--- config.mk ---
export PLATFORM = sky130hd
export DESIGN_NAME = mmio_uart
export DESIGN_NICKNAME = d
export VERILOG_FILES = /design/src/rtl/mmio_uart_pkg.sv /design/src/rtl/mmio_uart_rxfifo.sv /design/src/rtl/mmio_uart_dp.sv /design/src/rtl/mmio_uart_ctrl.sv /design/src/rtl/mmio_uart.sv
export SDC_FILE = /design/constraint.sdc
export NUM_CORES = 1
export LEC_CHECK = 0
export ABC_AREA = 1
export BUFFER_PORTS_ARGS = -buffer_cell sky130_fd_sc_hd__buf_2
export CAP_MARGIN = 20
export CORE_ASPECT_RATIO = 0.8
export CORE_UTILIZATION = 50
export CTS_CLUSTER_SIZE = 12
export DETAILED_ROUTE_END_ITERATION = 6
export PLACE_DENSITY = 0.76
export SLEW_MARGIN = 20
export SYNTH_ARGS = -nofsm -noshare
export SYNTH_HDL_FRONTEND = slang
export SYNTH_SLANG_ARGS = --single-unit
export TNS_END_PERCENT = 10
--- constraint.sdc ---
create_clock -name clk -period 2.6 [get_ports clk]
set_input_delay 0.26 -clock clk [delete_from_list [all_inputs] [get_ports clk]]
set_output_delay 0.26 -clock clk [all_outputs]
set_load 0.02 [all_outputs]
--- src/rtl/mmio_uart_pkg.sv ---
package mmio_uart_pkg;
  localparam int BYTE_W     = 8;
  localparam int DIV_W      = 2 * BYTE_W;
  localparam int ADDR_W     = 5;
  localparam int OVERSAMPLE = 4;

  typedef enum logic [2:0] {
    SEL_ID0, SEL_ID1, SEL_ID2, SEL_ID3,
    SEL_DATA, SEL_STAT, SEL_DIVLO, SEL_DIVHI
  } regSel_e;

  typedef enum logic [1:0] {RX_IDLE, RX_START, RX_BITS, RX_STOP} rxState_e;

  typedef struct packed {
    logic              loadTx;
    logic [BYTE_W-1:0] txByte;
    logic              popRx;
  } ctrlStrobe_t;

  typedef struct packed {
    logic              txEmpty;
    logic              rxEmpty;
    logic              rxOneLeft;
    logic              rxFull;
    logic [BYTE_W-1:0] rxHead;
    logic              frameEvt;
    logic              overrunEvt;
  } dpStatus_t;
endpackage

--- src/rtl/mmio_uart_rxfifo.sv ---
module mmio_uart_rxfifo #(
  parameter int DEPTH = 4,
  parameter int WIDTH = 8,
  localparam int CNT_W = $clog2(DEPTH + 1)
) (
  input  logic             clk,
  input  logic             rstN,
  input  logic             push,
  input  logic [WIDTH-1:0] pushData,
  input  logic             pop,
  output logic [WIDTH-1:0] head,
  output logic [CNT_W-1:0] count
);
  localparam int PTR_W = (DEPTH > 1) ? $clog2(DEPTH) : 1;

  logic [WIDTH-1:0] mem [DEPTH];
  logic [PTR_W-1:0] wrPtr, rdPtr;
  logic doPush, doPop;

  assign doPush = push && (count < CNT_W'(DEPTH));
  assign doPop  = pop && (count != '0);
  assign head   = mem[rdPtr];

  function automatic logic [PTR_W-1:0] nextPtr(input logic [PTR_W-1:0] p);
    return (p == PTR_W'(DEPTH - 1)) ? '0 : p + 1'b1;
  endfunction

  always_ff @(posedge clk) begin
    if (doPush) mem[wrPtr] <= pushData;
  end

  always_ff @(posedge clk or negedge rstN) begin
    if (!rstN) begin
      wrPtr <= '0;
      rdPtr <= '0;
      count <= '0;
    end else begin
      if (doPush) wrPtr <= nextPtr(wrPtr);
      if (doPop)  rdPtr <= nextPtr(rdPtr);
      case ({doPush, doPop})
        2'b10:   count <= count + 1'b1;
        2'b01:   count <= count - 1'b1;
        default: count <= count;
      endcase
    end
  end

  assert_fifo_bound_R3: assert property (@(posedge clk) disable iff (!rstN)
    count <= CNT_W'(DEPTH));

  assert_pop_step_R8: assert property (@(posedge clk) disable iff (!rstN)
    (pop && !push && count != '0) |=> count == CNT_W'($past(count) - 1'b1));
endmodule

--- src/rtl/mmio_uart_dp.sv ---
module mmio_uart_dp
  import mmio_uart_pkg::*;
#(
  parameter int RX_DEPTH = 4
) (
  input  logic             clk,
  input  logic             rstN,
  input  logic [DIV_W-1:0] divisor,
  input  ctrlStrobe_t      strobe,
  output dpStatus_t        dpStat,
  output logic             txOut,
  input  logic             rxIn
);
  localparam int OS_W       = $clog2(OVERSAMPLE);
  localparam int BIT_W      = DIV_W + OS_W;
  localparam int FRAME_BITS = BYTE_W + 2;
  localparam int FB_W       = $clog2(FRAME_BITS);
  localparam int IDX_W      = $clog2(BYTE_W);
  localparam int CNT_W      = $clog2(RX_DEPTH + 1);

  // sample tick for the receiver: one every divisor+1 clocks
  logic [DIV_W-1:0] tickCnt;
  logic sampleTick;
  assign sampleTick = (tickCnt >= divisor);

  always_ff @(posedge clk or negedge rstN) begin
    if (!rstN)           tickCnt <= '0;
    else if (sampleTick) tickCnt <= '0;
    else                 tickCnt <= tickCnt + 1'b1;
  end

  // transmitter: own bit timer, restarted on every load
  logic                  txBusy;
  logic [FRAME_BITS-1:0] txShift;
  logic [FB_W-1:0]       txBitsLeft;
  logic [BIT_W-1:0]      txClk;
  logic [BIT_W-1:0]      bitLast;

  assign bitLast = {divisor, {OS_W{1'b1}}};

  always_ff @(posedge clk or negedge rstN) begin
    if (!rstN) begin
      txBusy     <= 1'b0;
      txShift    <= '1;
      txBitsLeft <= '0;
      txClk      <= '0;
    end else if (!txBusy) begin
      if (strobe.loadTx) begin
        txBusy     <= 1'b1;
        txShift    <= {1'b1, strobe.txByte, 1'b0};
        txBitsLeft <= FB_W'(FRAME_BITS - 1);
        txClk      <= '0;
      end
    end else if (txClk >= bitLast) begin
      txClk <= '0;
      if (txBitsLeft == '0) begin
        txBusy <= 1'b0;
      end else begin
        txShift    <= {1'b1, txShift[FRAME_BITS-1:1]};
        txBitsLeft <= txBitsLeft - 1'b1;
      end
    end else begin
      txClk <= txClk + 1'b1;
    end
  end

  assign txOut = txBusy ? txShift[0] : 1'b1;

  // receiver
  logic              rxMeta, rxSync;
  rxState_e          rxState;
  logic [OS_W-1:0]   rxTick;
  logic [IDX_W-1:0]  rxIdx;
  logic [BYTE_W-1:0] rxShift;
  logic              stopNow;

  always_ff @(posedge clk or negedge rstN) begin
    if (!rstN) begin
      rxMeta <= 1'b1;
      rxSync <= 1'b1;
    end else begin
      rxMeta <= rxIn;
      rxSync <= rxMeta;
    end
  end

  assign stopNow = sampleTick && (rxState == RX_STOP) &&
                   (rxTick == OS_W'(OVERSAMPLE - 1));

  always_ff @(posedge clk or negedge rstN) begin
    if (!rstN) begin
      rxState <= RX_IDLE;
      rxTick  <= '0;
      rxIdx   <= '0;
      rxShift <= '0;
    end else if (sampleTick) begin
      case (rxState)
        RX_IDLE: begin
          if (!rxSync) begin
            rxState <= RX_START;
            rxTick  <= '0;
          end
        end
        RX_START: begin
          if (rxTick == OS_W'(OVERSAMPLE / 2 - 1)) begin
            if (!rxSync) begin
              rxState <= RX_BITS;
              rxTick  <= '0;
              rxIdx   <= '0;
            end else begin
              rxState <= RX_IDLE;
            end
          end else begin
            rxTick <= rxTick + 1'b1;
          end
        end
        RX_BITS: begin
          if (rxTick == OS_W'(OVERSAMPLE - 1)) begin
            rxShift <= {rxSync, rxShift[BYTE_W-1:1]};
            rxTick  <= '0;
            if (rxIdx == IDX_W'(BYTE_W - 1)) rxState <= RX_STOP;
            else                              rxIdx   <= rxIdx + 1'b1;
          end else begin
            rxTick <= rxTick + 1'b1;
          end
        end
        RX_STOP: begin
          if (rxTick == OS_W'(OVERSAMPLE - 1)) rxState <= RX_IDLE;
          else                                 rxTick  <= rxTick + 1'b1;
        end
        default: rxState <= RX_IDLE;
      endcase
    end
  end

  // receive queue
  logic [CNT_W-1:0]  fifoCount;
  logic [BYTE_W-1:0] fifoHead;
  logic fifoFull, fifoPush, fifoPop;

  assign fifoFull = (fifoCount == CNT_W'(RX_DEPTH));
  assign fifoPush = stopNow && !fifoFull;
  assign fifoPop  = strobe.popRx;

  mmio_uart_rxfifo #(.DEPTH(RX_DEPTH), .WIDTH(BYTE_W)) uFifo (
    .clk(clk), .rstN(rstN),
    .push(fifoPush), .pushData(rxShift),
    .pop(fifoPop), .head(fifoHead), .count(fifoCount)
  );

  always_comb begin
    dpStat.txEmpty    = !txBusy;
    dpStat.rxEmpty    = (fifoCount == '0);
    dpStat.rxOneLeft  = (fifoCount == CNT_W'(RX_DEPTH - 1));
    dpStat.rxFull     = fifoFull;
    dpStat.rxHead     = fifoHead;
    dpStat.frameEvt   = stopNow && !rxSync;
    dpStat.overrunEvt = stopNow && fifoFull;
  end

  assert_tx_busy_R6: assert property (@(posedge clk) disable iff (!rstN)
    (strobe.loadTx && dpStat.txEmpty) |=> !dpStat.txEmpty);

  assert_start_low_R4: assert property (@(posedge clk) disable iff (!rstN)
    (strobe.loadTx && dpStat.txEmpty) |=> !txOut);

  assert_drop_full_R5: assert property (@(posedge clk) disable iff (!rstN)
    (dpStat.overrunEvt && !strobe.popRx) |=> dpStat.rxFull);
endmodule

--- src/rtl/mmio_uart_ctrl.sv ---
module mmio_uart_ctrl
  import mmio_uart_pkg::*;
#(
  parameter logic [31:0]      ID_WORD   = 32'h0000_0000,
  parameter logic [DIV_W-1:0] DIV_RESET = '0
) (
  input  logic              clk,
  input  logic              rstN,
  input  logic [ADDR_W-1:0] regAddr,
  input  logic              regWr,
  input  logic              regRd,
  input  logic [BYTE_W-1:0] regWrData,
  output logic [BYTE_W-1:0] regRdData,
  output ctrlStrobe_t       strobe,
  input  dpStatus_t         dpStat,
  output logic [DIV_W-1:0]  divisor,
  output logic              irq
);
  logic              aligned;
  regSel_e           sel;
  logic [BYTE_W-1:0] divLo, divHi, lastByte, statusByte, readMux;
  logic              rxIe, txIe, frameErr, overErr;
  logic              wrStat, wrData, rdData;

  assign aligned = (regAddr[1:0] == 2'b00);
  assign sel     = regSel_e'(regAddr[ADDR_W-1:2]);
  assign wrStat  = regWr && aligned && (sel == SEL_STAT);
  assign wrData  = regWr && aligned && (sel == SEL_DATA);
  assign rdData  = regRd && aligned && (sel == SEL_DATA);
  assign divisor = {divHi, divLo};

  assign statusByte = {dpStat.txEmpty, txIe, dpStat.rxEmpty, dpStat.rxOneLeft,
                       dpStat.rxFull, rxIe, overErr, frameErr};

  always_comb begin
    strobe.loadTx = wrData;
    strobe.txByte = regWrData;
    strobe.popRx  = rdData && !dpStat.rxEmpty;
  end

  always_comb begin
    readMux = '0;
    if (aligned) begin
      case (sel)
        SEL_ID0:   readMux = ID_WORD[7:0];
        SEL_ID1:   readMux = ID_WORD[15:8];
        SEL_ID2:   readMux = ID_WORD[23:16];
        SEL_ID3:   readMux = ID_WORD[31:24];
        SEL_DATA:  readMux = dpStat.rxEmpty ? lastByte : dpStat.rxHead;
        SEL_STAT:  readMux = statusByte;
        SEL_DIVLO: readMux = divLo;
        SEL_DIVHI: readMux = divHi;
        default:   readMux = '0;
      endcase
    end
  end

  always_ff @(posedge clk or negedge rstN) begin
    if (!rstN) begin
      divLo     <= DIV_RESET[BYTE_W-1:0];
      divHi     <= DIV_RESET[DIV_W-1:BYTE_W];
      rxIe      <= 1'b0;
      txIe      <= 1'b0;
      frameErr  <= 1'b0;
      overErr   <= 1'b0;
      lastByte  <= '0;
      regRdData <= '0;
    end else begin
      frameErr <= (wrStat ? (frameErr & regWrData[0]) : frameErr) | dpStat.frameEvt;
      overErr  <= (wrStat ? (overErr & regWrData[1]) : overErr) | dpStat.overrunEvt;
      if (wrStat) begin
        rxIe <= regWrData[2];
        txIe <= regWrData[6];
      end
      if (regWr && aligned && sel == SEL_DIVLO) divLo <= regWrData;
      if (regWr && aligned && sel == SEL_DIVHI) divHi <= regWrData;
      if (strobe.popRx) lastByte <= dpStat.rxHead;
      if (regRd) regRdData <= readMux;
    end
  end

  assign irq = (rxIe && (!dpStat.rxEmpty || frameErr || overErr)) ||
               (txIe && dpStat.txEmpty);

  assert_over_sticky_R5: assert property (@(posedge clk) disable iff (!rstN)
    dpStat.overrunEvt |=> overErr);

  assert_frame_sticky_R7: assert property (@(posedge clk) disable iff (!rstN)
    dpStat.frameEvt |=> frameErr);

  assert_flag_hold_R9: assert property (@(posedge clk) disable iff (!rstN)
    (frameErr && !(wrStat && !regWrData[0])) |=> frameErr);

  assert_irq_tx_R10: assert property (@(posedge clk) disable iff (!rstN)
    (txIe && dpStat.txEmpty) |-> irq);
endmodule

--- src/rtl/mmio_uart.sv ---
module mmio_uart
  import mmio_uart_pkg::*;
#(
  parameter int               RX_DEPTH  = 4,
  parameter logic [31:0]      ID_WORD   = 32'h0000_0000,
  parameter logic [DIV_W-1:0] DIV_RESET = 16'd0
) (
  input  logic              clk,
  input  logic              rstN,
  input  logic [ADDR_W-1:0] regAddr,
  input  logic              regWr,
  input  logic              regRd,
  input  logic [BYTE_W-1:0] regWrData,
  output logic [BYTE_W-1:0] regRdData,
  output logic              txOut,
  input  logic              rxIn,
  output logic              irq
);
  ctrlStrobe_t      strobe;
  dpStatus_t        dpStat;
  logic [DIV_W-1:0] divisor;

  mmio_uart_ctrl #(.ID_WORD(ID_WORD), .DIV_RESET(DIV_RESET)) uCtrl (
    .clk(clk), .rstN(rstN),
    .regAddr(regAddr), .regWr(regWr), .regRd(regRd),
    .regWrData(regWrData), .regRdData(regRdData),
    .strobe(strobe), .dpStat(dpStat), .divisor(divisor), .irq(irq)
  );

  mmio_uart_dp #(.RX_DEPTH(RX_DEPTH)) uDp (
    .clk(clk), .rstN(rstN), .divisor(divisor),
    .strobe(strobe), .dpStat(dpStat), .txOut(txOut), .rxIn(rxIn)
  );
endmodule

==> qor.csv, run 1 <==
stage;metric;value;unit
yosys;ys.flop_type;dfrtp_1;
yosys;synthMuxAreaShare;0;%
drt;drt_iter0_drc;571;
yosys;synth_fa_ha_area_share;8.76;%
global_routing;grt_usage;23.7;%
cts;cts_tree;yes;
worst_hold_path;min_path_type;input pin to flip-flop;
yosys;synthTopCellsByCount;nand2_1, dfrtp_1, inv_1;
yosys;yosys_warnings;0;
yosys;synthCells;880;
sta;fin_crit;2.44;ns
global_routing;antenna_found_initial;0;
global_routing;grt.overflow.total;0;
drt;wl_per_cell;15.2;um
yosys;syn_area;7510;um^2
critical_path;required;2.90;ns
placed_design;post-place-cells;1098;
global_routing;grt_pass1_vias;5779;
sta;rsz0062_at_grt;false;
critical_path;end_kind;flip-flop;
sta;tns;0;ns
drt;antenna_left;0;
sta;tightestPinTransition;0.682;ns
yosys;synth.distinct_cells;40;
sta;hold_viol;0;
placed_design;hpwl;12200;um
outcome;outcome;complete, but fails checks;
cells_and_area;nets;1005;
drt;drc;4;
floorplanning;ios;28;
floorplanning;die-area;15500;um^2
sta;fmax;410;MHz
outcome;violations;design-rule violations;
drt;first_pass_iters;7;
cts;cts_buffer_depth;2;
cts;cts-buffers-inserted;17;
global_routing;grt_max_degree;50;
sta;fin_worst_skew;0.0114;ns
pwr;powerDensity;934;nW/um^2
cts;clock_latency;0.43;ns
critical_path;crit_type;flip-flop to flip-flop;
yosys;synth_compound_area_share;10.9;%
cells_and_area;stdcell_count;1132;
sta;timing.final.crit_share;93.8;%
sta;slew_violations;0;
yosys;synth_top_family_by_area;simple AND/OR/NAND/NOR gates;
cells_and_area;synthToLayoutAreaGrowth;15.3;%
pwr;leakage;0.00407;uW
cts;postCtsSetupBuffers;0;
yosys;syn_nets;950;
yosys;yosys-top-cells-area;dfrtp_1, edfxtp_1, nand2_1, ha_1, inv_1;
drt;num_vias;6135;
yosys;avgSynthCellArea;8.54;um^2
pwr;vdd_drop_max;0.449;mV
critical_path;reg2regPathDepth;15;
sta;finalSetupViolCount;0;
yosys;yosysMostFrequentCell;nand2_1;
sta;slew_headroom;54.2;%
cts;path_clk_slew;0.06;ns
placed_design;gp_congestion;0.923;
critical_path;start_kind;flip-flop;
yosys;synth.ff_latch_count;140;
yosys;yosys.area.top_type;dfrtp_1;
cts;clkSinkCount;140;
floorplanning;die_y;112;um
yosys;synth_async_sr_flop_share;77.1;%
worst_hold_path;timing.hold.worst_path_depth;3;
placed_design;portBuffers;27;
floorplanning;fp.dieW;139;um
drt;finalWirelength;17200;um
yosys;synth_edf_count;32;
floorplanning;rows;39;
global_routing;grt_pass1_wl;28700;um
critical_path;crit_fanout;3;
flow_run;maxCapViolCount;0;
pwr;p_total;8090;uW
cells_and_area;antennaDiodeCount;0;
cells_and_area;drive_gt1_share;12.2;%
yosys;yosysTopAreaCellShare;32.3;%
floorplanning;initial_core_util;51.8;%
floorplanning;fp.coreArea;14500;um^2
cts;htreeDepth;4;
drt;routed_via_density;5.42;
yosys;yosysSeqAreaShare;49.0;%
cts;clock-root-buffer;clkbuf_16;
yosys;synth_xor_area_share;2.45;%
yosys;yosys.area_share.simple;22.4;%
critical_path;cp.arrival;2.74;ns
sta;hold-worst-slack;0.0797;ns
[sequential cells by signal, indices dropped and copies added, names as in the netlist, 2 cells and up, named ones only]
signal and cells:
uDp.uFifo.wrPtr 2, uDp.txShift 9, uDp.uFifo.mem 32, uCtrl.regRdData 8, uDp.rxShift 8, uDp.rxIdx 3
uDp.tickCnt 16, uCtrl.lastByte 8, uCtrl.divLo 8, uCtrl.divHi 8, uDp.uFifo.count 3, uDp.uFifo.rdPtr 2
uDp.rxTick 2, uDp.txClk 18, uDp.txBitsLeft 4
[critical path, stage by stage (launching register included)]
cell,delay (ns)
dfrtp_1,0.38
inv_1,0.16
ha_1,0.26
nand2_1,0.06
inv_1,0.05
nand2_1,0.06
nand2_1,0.05
a21oi_1,0.13
nand3_1,0.13
nand3_2,0.09
ha_1,0.14
inv_1,0.06
fa_1,0.37
a21oi_1,0.15
o21ai_1,0.09
xor2_1,0.14
[layout by cell type, fill, tap and decap left out, types with 3 or more instances in the layout]
cell type  instances
ha_1              50
nor3_1            19
xnor2_1            7
clkbuf_16         17
nor2_2             3
o22ai_1           26
inv_1             90
nor4_1             3
nor3b_1            4
dfstp_2           11
bufinv_16          5
dfrtp_1           97
inv_2              7
o21ai_1           22
o21ai_0           66
clkinv_1           4
clkbuf_1           5
nand2_2            4
a31oi_1            5
or2_2              3
edfxtp_1          32
nand2_1          226
nand4_1           14
nand3_1           41
a21oi_1           26
buf_4             28
nor2_1            69
xor2_1            14
buf_2             26
[per-layer routing]
metal | track usage (%) | wire length (um)
met1 | 34.6 | 8260
met2 | 35.0 | 7340
met3 | 6.02 | 1310
met4 | 6.67 | 262
met5 | 0 | 0
[cell type report]
cell class	instances	area, um^2
multi-input combinational	620	3370
sequential	140	3680
tap	184	230
clock inverter	10	171
timing repair buffer	58	400
clock buffer	22	444
fill	1214	5830
inverter	98	368
[cells by family (layout without fill, tap and decap cells)]
group / after synthesis / count (layout)
adder cells (fa/ha/maj): 52 / 52
buffers and inverters: 120 / 188
XOR/XNOR: 21 / 21
AND/OR/NAND/NOR: 395 / 395
AO/OA/AOI/OAI: 152 / 152
flip-flops: 140 / 140
[path summary, 6_finish.rpt]
| check | startpoint | end | slack, ns |
|---|---|---|---|
| min in group asynchronous | rstN | uDp.txBitsLeft[2]$_DFFE_PN0P_ | 0.41 |
| setup reg to reg | uCtrl.divHi[2]$_DFFE_PN0P_ | uDp.uFifo.count[2]$_DFFE_PN0P_ | 0.16 |
| max in group asynchronous | rstN | uDp.rxShift[5]$_DFFE_PN0P_ | 1.35 |
| setup / recovery | uCtrl.divHi[2]$_DFFE_PN0P_ | uDp.uFifo.count[2]$_DFFE_PN0P_ | 0.16 |
| hold / removal | regWrData[2] | uCtrl.rxIe$_DFFE_PN0P_ | 0.08 |
| hold reg to reg | uDp.rxMeta$_DFF_PN1_ | uDp.rxSync$_DFF_PN1_ | 0.35 |
[stage by stage]
stage                     setup WS (ns)  instance area, um^2  util (%)
after floorplan                   0.125                 7510         -
after global placement            0.192                 8000      55.2
after detailed placement          0.133                 8000      55.2
after CTS                         0.117                 8640      59.6
after global routing            0.00997                 8660      59.8
final                             0.160                 8660      59.8
[timing repair]
item                                   CTS  global route
resized for setup                        0             8
setup endpoints to repair                0             2
endpoints found under the hold margin   40             0
hold buffers                             2             0
[power breakdown]
| group | total [uW] | switching, uW | internal (uW) |
|---|---|---|---|
| clock network | 2580 | 887 | 1690 |
| registers | 3000 | 337 | 2670 |
| logic | 2510 | 1600 | 905 |
| total | 8090 | 2830 | 5260 |
(Power assumes the default switching activity.)
==> run 2: changes to the inputs <==
--- a/config.mk
+++ b/config.mk
@@ -9,10 +9,10 @@
 export BUFFER_PORTS_ARGS = -buffer_cell sky130_fd_sc_hd__buf_2
 export CAP_MARGIN = 20
 export CORE_ASPECT_RATIO = 0.8
-export CORE_UTILIZATION = 50
+export CORE_UTILIZATION = 56
 export CTS_CLUSTER_SIZE = 12
 export DETAILED_ROUTE_END_ITERATION = 6
-export PLACE_DENSITY = 0.76
+export PLACE_DENSITY = 0.83
 export SLEW_MARGIN = 20
 export SYNTH_ARGS = -nofsm -noshare
 export SYNTH_HDL_FRONTEND = slang
==> qor.csv, run 2 (same netlist as run 1, synthesis figures left out) <==
stage;metric;value;unit
outcome;outcome;complete, no violations;
floorplanning;die-area;13900;um^2
global_routing;grt_pass1_vias;5657;
pwr;sw_frac_of_total;36.4;%
worst_hold_path;min_path_type;input pin to flip-flop;
cts;path_clk_slew;0.06;ns
drt;antenna_left;0;
drt;first_pass_iters;7;
drt;drt_iter0_drc;766;
critical_path;crit_type;flip-flop to flip-flop;
cells_and_area;final_common_cell;nand2_1;
cells_and_area;finalInstanceArea;8610;um^2
sta;rsz0062_at_grt;true;
sta;timing.final.crit_share;98.7;%
drt;finalWirelength;17400;um
drt;wl_per_cell;15.6;um
sta;hold_viol;0;
pwr;power_switching;2920;uW
drt;routed_via_density;5.55;
critical_path;end_kind;flip-flop;
global_routing;grt_pass1_wl;28300;um
sta;fin_crit;2.57;ns
floorplanning;fp.coreArea;13000;um^2
floorplanning;rows;37;
critical_path;crit_fanout;4;
cells_and_area;largest_reg_flops;32;
cts;cts_tree;yes;
sta;tightestPinTransition;0.675;ns
drt;drc;0;
global_routing;antenna_found_initial;0;
placed_design;dpl_cell_area;7950;um^2
critical_path;required;2.95;ns
sta;fin_worst_skew;0.00534;ns
pwr;power_frac_comb;31.2;%
pwr;p_seq_share;37.9;%
sta;slew_headroom;54.7;%
floorplanning;initial_core_util;57.9;%
floorplanning;fp.dieW;131;um
placed_design;portBuffers;27;
cells_and_area;stdcell_count;1118;
sta;fmax;390;MHz
cells_and_area;nets;1000;
sta;slew_violations;0;
cts;clock_latency;0.43;ns
cts;clkSinkCount;140;
placed_design;post-place-cells;1083;
floorplanning;die_y;106;um
cts;cts-buffers-inserted;17;
cells_and_area;antennaDiodeCount;0;
sta;finalSetupViolCount;0;
cells_and_area;nFillCells;985;
cells_and_area;finalCoreUtilization;66.4;%
cts;htreeDepth;4;
critical_path;cp.arrival;2.91;ns
sta;hold-worst-slack;0.0665;ns
placed_design;gp_congestion;0.934;
global_routing;grt.overflow.total;0;
pwr;powerDensity;929;nW/um^2
cells_and_area;mostFrequentLayoutCells;nand2_1, dfrtp_1, inv_1;
flow_run;maxCapViolCount;0;
pwr;p_clk_share;30.9;%
pwr;leakage;0.00403;uW
pwr;vdd_drop_max;0.519;mV
pwr;power.internal;5090;uW
cts;clock-root-buffer;clkbuf_16;
cts;cts_buffer_depth;2;
cells_and_area;largest-register;uDp.uFifo.mem;
global_routing;grt_max_degree;59;
cells_and_area;drive_gt1_share;12.7;%
drt;num_vias;6210;
cells_and_area;biggestRegsByFlops;uDp.uFifo.mem (32), uDp.txClk (18), uDp.tickCnt (16);
critical_path;start_kind;flip-flop;
global_routing;grt_usage;26.4;%
floorplanning;ios;28;
cells_and_area;synthToLayoutAreaGrowth;14.6;%
placed_design;hpwl;12100;um
run 2: path summary, 6_finish.rpt:
kind                                           startpoint  slack (ns)  cells after the start                             end
min in group asynchronous                            rstN        0.41                      2   uDp.txBitsLeft[2]$_DFFE_PN0P_
worst min register to register       uDp.rxMeta$_DFF_PN1_        0.36                      0            uDp.rxSync$_DFF_PN1_
max in group asynchronous                            rstN        1.38                      3            uDp.rxMeta$_DFF_PN1_
worst max-delay path            uDp.tickCnt[11]$_DFF_PN0_        0.03                     12  uDp.uFifo.count[1]$_DFFE_PN0P_
worst min-delay path                         regWrData[6]        0.07                      3          uCtrl.txIe$_DFFE_PN0P_
worst max register to register  uDp.tickCnt[11]$_DFF_PN0_        0.03                     12  uDp.uFifo.count[1]$_DFFE_PN0P_
run 2: layout make-up:
type	instances	area, um^2	area share (%)
sequential	140	3680	42.7
multi-input combinational	620	3380	39.3
clock buffer	18	429	4.98
inverter	98	368	4.27
timing repair buffer	53	363	4.21
tap	175	219	2.54
clock inverter	14	169	1.96
run 2: metal layers:
metal	part of all wire, %	vias to the layer above	GRT usage, %
met5	0	-	0
met4	1.3	0	8.14
met3	8.6	32	7.94
met2	44	270	38.6
met1	46	2889	37.6
li1	-	3019	-
run 2: worst max-delay path, cell delays in order, from the launching register on:
cell	delay, ns
dfrtp_1	0.44
ha_1	0.32
nand2_1	0.06
inv_1	0.09
nand3_1	0.09
nor3_1	0.25
nand2_1	0.10
nand3_1	0.15
nand3_2	0.10
ha_1	0.21
inv_1	0.10
fa_1	0.41
o21ai_0	0.17
run 2: what timing repair did:
| action | in CTS | in global routing |
|---|---|---|
| endpoints found under the setup margin | 0 | 2 |
| resized for setup | 0 | 11 |
| hold buffers | 2 | 0 |
| setup buffers | 0 | 1 |
| hold endpoints to repair | 43 | 0 |
run 2: through the flow:
step	setup slack, ns	power, uW	TNS, ns
6_report	0.0345	8000	0
5_1_grt	-0.106	8490	-0.178
4_1_cts	0.0212	7940	0
3_5_place_dp	0.0476	5450	0
3_3_place_gp	0.172	5370	0
2_1_floorplan	0.125	4780	0
run 2: power groups by stage:
stage               Combinational (uW)  Sequential, uW  Clock (uW)
finish                            2500            3030        2470
global route                      2830            3090        2580
CTS                               2440            3020        2490
detailed placement                2400            3050           0
global placement                  2340            3030           0
floorplan                         1830            2950           0
==> run 3: changes to the inputs <==
--- a/config.mk
+++ b/config.mk
@@ -5,7 +5,7 @@
 export SDC_FILE = /design/constraint.sdc
 export NUM_CORES = 1
 export LEC_CHECK = 0
-export ABC_AREA = 1
+export ABC_AREA = 0
 export BUFFER_PORTS_ARGS = -buffer_cell sky130_fd_sc_hd__buf_2
 export CAP_MARGIN = 20
 export CORE_ASPECT_RATIO = 0.8
==> qor.csv, run 3 <==
stage;metric;value;unit
outcome;outcome;complete, but fails checks;
outcome;violations;negative setup slack;
global_routing;grt_max_degree;58;
pwr;leakage;0.00393;uW
floorplanning;die_y;105;um
yosys;synthMuxAreaShare;8.94;%
placed_design;portBuffers;27;
critical_path;path_depth;14;
yosys;synth_fa_ha_area_share;8.84;%
floorplanning;fp.dieW;131;um
sta;slew_headroom;44.6;%
cells_and_area;biggestRegsByFlops;uDp.uFifo.mem (32), uDp.txClk (18), uDp.tickCnt (16);
yosys;synth_compound_area_share;12.5;%
yosys;yosysMostFrequentCell;dfrtp_1;
yosys;synth.distinct_cells;64;
critical_path;cp_top_family;adder cells;
cts;cts_tree;yes;
critical_path;cp.arrival;3.19;ns
cells_and_area;synthToLayoutAreaGrowth;17.3;%
flow_run;maxCapViolCount;0;
yosys;yosysSeqAreaShare;49.4;%
yosys;synthCells;686;
sta;hold_viol;0;
drt;drt_iter0_drc;705;
drt;wl_per_cell;19.9;um
yosys;yosys-top-cells-area;dfrtp_1, edfxtp_1, ha_1, mux2_2, dfstp_2;
pwr;powerDensity;944;nW/um^2
worst_hold_path;timing.hold.worst_path_depth;3;
yosys;syn_area;7450;um^2
yosys;syn_nets;756;
cells_and_area;nets;822;
cells_and_area;largest_reg_flops;32;
sta;setup_ws;-0.230;ns
floorplanning;ios;28;
cells_and_area;drive_gt1_share;23.3;%
cts;clock-root-buffer;clkbuf_16;
drt;drc;0;
cts;cts-buffers-inserted;17;
yosys;synth.ff_latch_count;140;
placed_design;gp_congestion;0.866;
floorplanning;rows;37;
floorplanning;die-area;13800;um^2
yosys;yosys_warnings;0;
global_routing;grt_pass1_wl;29800;um
critical_path;crit_fanout;2;
cells_and_area;nFillCells;848;
yosys;synth_async_sr_flop_share;77.1;%
worst_hold_path;min_path_type;input pin to flip-flop;
critical_path;cpMaxStageDelayCell;dfrtp_1;
floorplanning;initial_core_util;57.7;%
sta;fin_crit;2.83;ns
yosys;synth_xor_area_share;2.23;%
cells_and_area;stdcell_count;940;
cells_and_area;multi_input_area;3550;um^2
placed_design;post-place-cells;899;
cells_and_area;largest-register;uDp.uFifo.mem;
cells_and_area;antennaDiodeCount;0;
cts;htreeDepth;4;
critical_path;end_kind;flip-flop;
critical_path;start_kind;flip-flop;
sta;fin_worst_skew;0.00877;ns
sta;finalSetupViolCount;2;
drt;num_vias;5862;
global_routing;grt_usage;28.9;%
floorplanning;fp.coreArea;12900;um^2
pwr;vdd_drop_max;0.583;mV
critical_path;required;2.96;ns
yosys;avgSynthCellArea;10.9;um^2
drt;antenna_left;0;
sta;slew_violations;0;
critical_path;worstPathCellList;inv_2 > ha_4 > nor2b_4 > o211a_1 > o311ai_1 > nand3_1 > nor3b_4 > inv_1 > ha_2 > inv_2 > fa_2 > xor2_1 > nor2_1 > xor2_1;
sta;rsz0062_at_grt;true;
cts;clock_latency;0.43;ns
global_routing;antenna_found_initial;0;
cells_and_area;mostFrequentLayoutCells;dfrtp_1, nand2_1, ha_1;
cells_and_area;regArea;3680;um^2
global_routing;grt.overflow.total;0;
critical_path;cpPeakStageDelay;0.40;ns
cells_and_area;final_common_cell;dfrtp_1;
critical_path;critical_path_buf_inv_count;3;
placed_design;hpwl;12300;um
cts;cts_buffer_depth;2;
critical_path;reg2regPathDepth;14;
drt;first_pass_iters;5;
cts;path_clk_slew;0.06;ns
cts;clkSinkCount;140;
yosys;ys.flop_type;dfrtp_1;
drt;routed_via_density;6.24;
cells_and_area;finalCoreUtilization;67.6;%
yosys;yosys.area.top_type;dfrtp_1;
critical_path;crit_type;flip-flop to flip-flop;
sta;fmax;353;MHz
yosys;yosysTopAreaCellShare;32.6;%
yosys;synth_top_family_by_area;simple AND/OR/NAND/NOR gates;
yosys;synth_edf_count;32;
global_routing;grt_pass1_vias;5894;
yosys;synthTopCellsByCount;dfrtp_1, nand2_1, ha_1;
drt;finalWirelength;18700;um
yosys;yosys.area_share.simple;14.2;%
sta;tightestPinTransition;0.825;ns
sta;timing.final.crit_share;109;%
==> run 3: cell types whose count changed after synthesis, sizes merged, moves of 9 or more <==
cell / change
inv: -51
o21ai: -65
o22ai: -16
nor2: -34
nor3: -14
and3: +10
nand2: -167
a21oi: +13
mux2: +36
a22o: +9
==> run 3: timing repair <==
item / in CTS / in global routing
resized for setup: 6 / 13
hold buffers: 2 / 0
endpoints found under the setup margin: 6 / 24
hold endpoints to repair: 45 / 0
pin swaps: 4 / 6
setup buffers: 2 / 5
==> run 3: layout make-up <==
| cell class | count | share of cell area (%) |
|---|---|---|
| multi-input combinational | 475 | 40.7 |
| inverter | 46 | 1.98 |
| clock buffer | 21 | 5.16 |
| sequential | 140 | 42.1 |
| timing repair buffer | 72 | 6.02 |
| clock inverter | 11 | 1.55 |
| tap | 175 | 2.51 |
==> run 3: worst paths after layout <==
check	to	slack [ns]	from
max in group asynchronous	uCtrl.regRdData[6]$_DFFE_PN0P_	1.34	rstN
setup reg to reg	uDp.uFifo.count[2]$_DFFE_PN0P_	-0.23	uCtrl.divLo[1]$_DFFE_PN0P_
min in group asynchronous	uDp.txBitsLeft[0]$_DFFE_PN0P_	0.45	rstN
hold / removal	uDp.txShift[8]$_DFFE_PN1P_	0.12	regWrData[7]
setup / recovery	uDp.uFifo.count[2]$_DFFE_PN0P_	-0.23	uCtrl.divLo[1]$_DFFE_PN0P_
hold reg to reg	uDp.rxSync$_DFF_PN1_	0.36	uDp.rxMeta$_DFF_PN1_
==> run 3: worst reg2reg max path: cells and delay by family (launching register included) <==
| family | cells | cell delay (ns) |
|---|---|---|
| flops | 1 | 0.40 |
| fa+ha+maj | 3 | 0.74 |
| compound gates | 2 | 0.49 |
| buf+inv | 3 | 0.24 |
| xor+xnor | 2 | 0.31 |
| simple gates | 4 | 0.59 |
==> run 3: power breakdown <==
part / switching [uW] / internal [uW] / leakage, uW
Clock: 978 / 1450 / 0.000283
Sequential: 423 / 2630 / 0.00165
Combinational: 1580 / 1180 / 0.00199
Total: 2980 / 5260 / 0.00393
==> run 3: kinds of logic (layout without fill, tap and decap cells) <==
family / count (synthesis) / after routing
AOI/OAI and AO/OA: 134 / 134
xor gates and xnor gates: 19 / 19
adders and majority gates: 52 / 52
buffers and inverters: 71 / 150
DFF: 140 / 140
muxes: 52 / 52
and+or+nand+nor: 218 / 218
==> run 3: per-stage QoR <==
step	power [uW]	hold WS (ns)	setup slack [ns]	setup TNS, ns	instance area (um^2)
6_report	8240	0.122	-0.230	-0.305	8730
5_1_grt	8680	0.126	-0.266	-0.568	8730
4_1_cts	8090	0.103	-0.135	-0.154	8640
3_5_place_dp	5600	0.347	-0.162	-0.230	8000
3_3_place_gp	5390	0.346	-0.0224	-0.0224	8000
2_1_floorplan	4810	-0.0356	-0.00315	-0.00315	7450
==> run 3: layer usage <==
metal	routed length, um	track usage (%)	share of wire (%)	vias up
li1	-	-	-	2639
met1	7520	37.1	40	2855
met2	9230	46.0	49	315
met3	1460	7.07	7.8	53
met4	538	13.1	2.9	0
met5	0	0	0	-
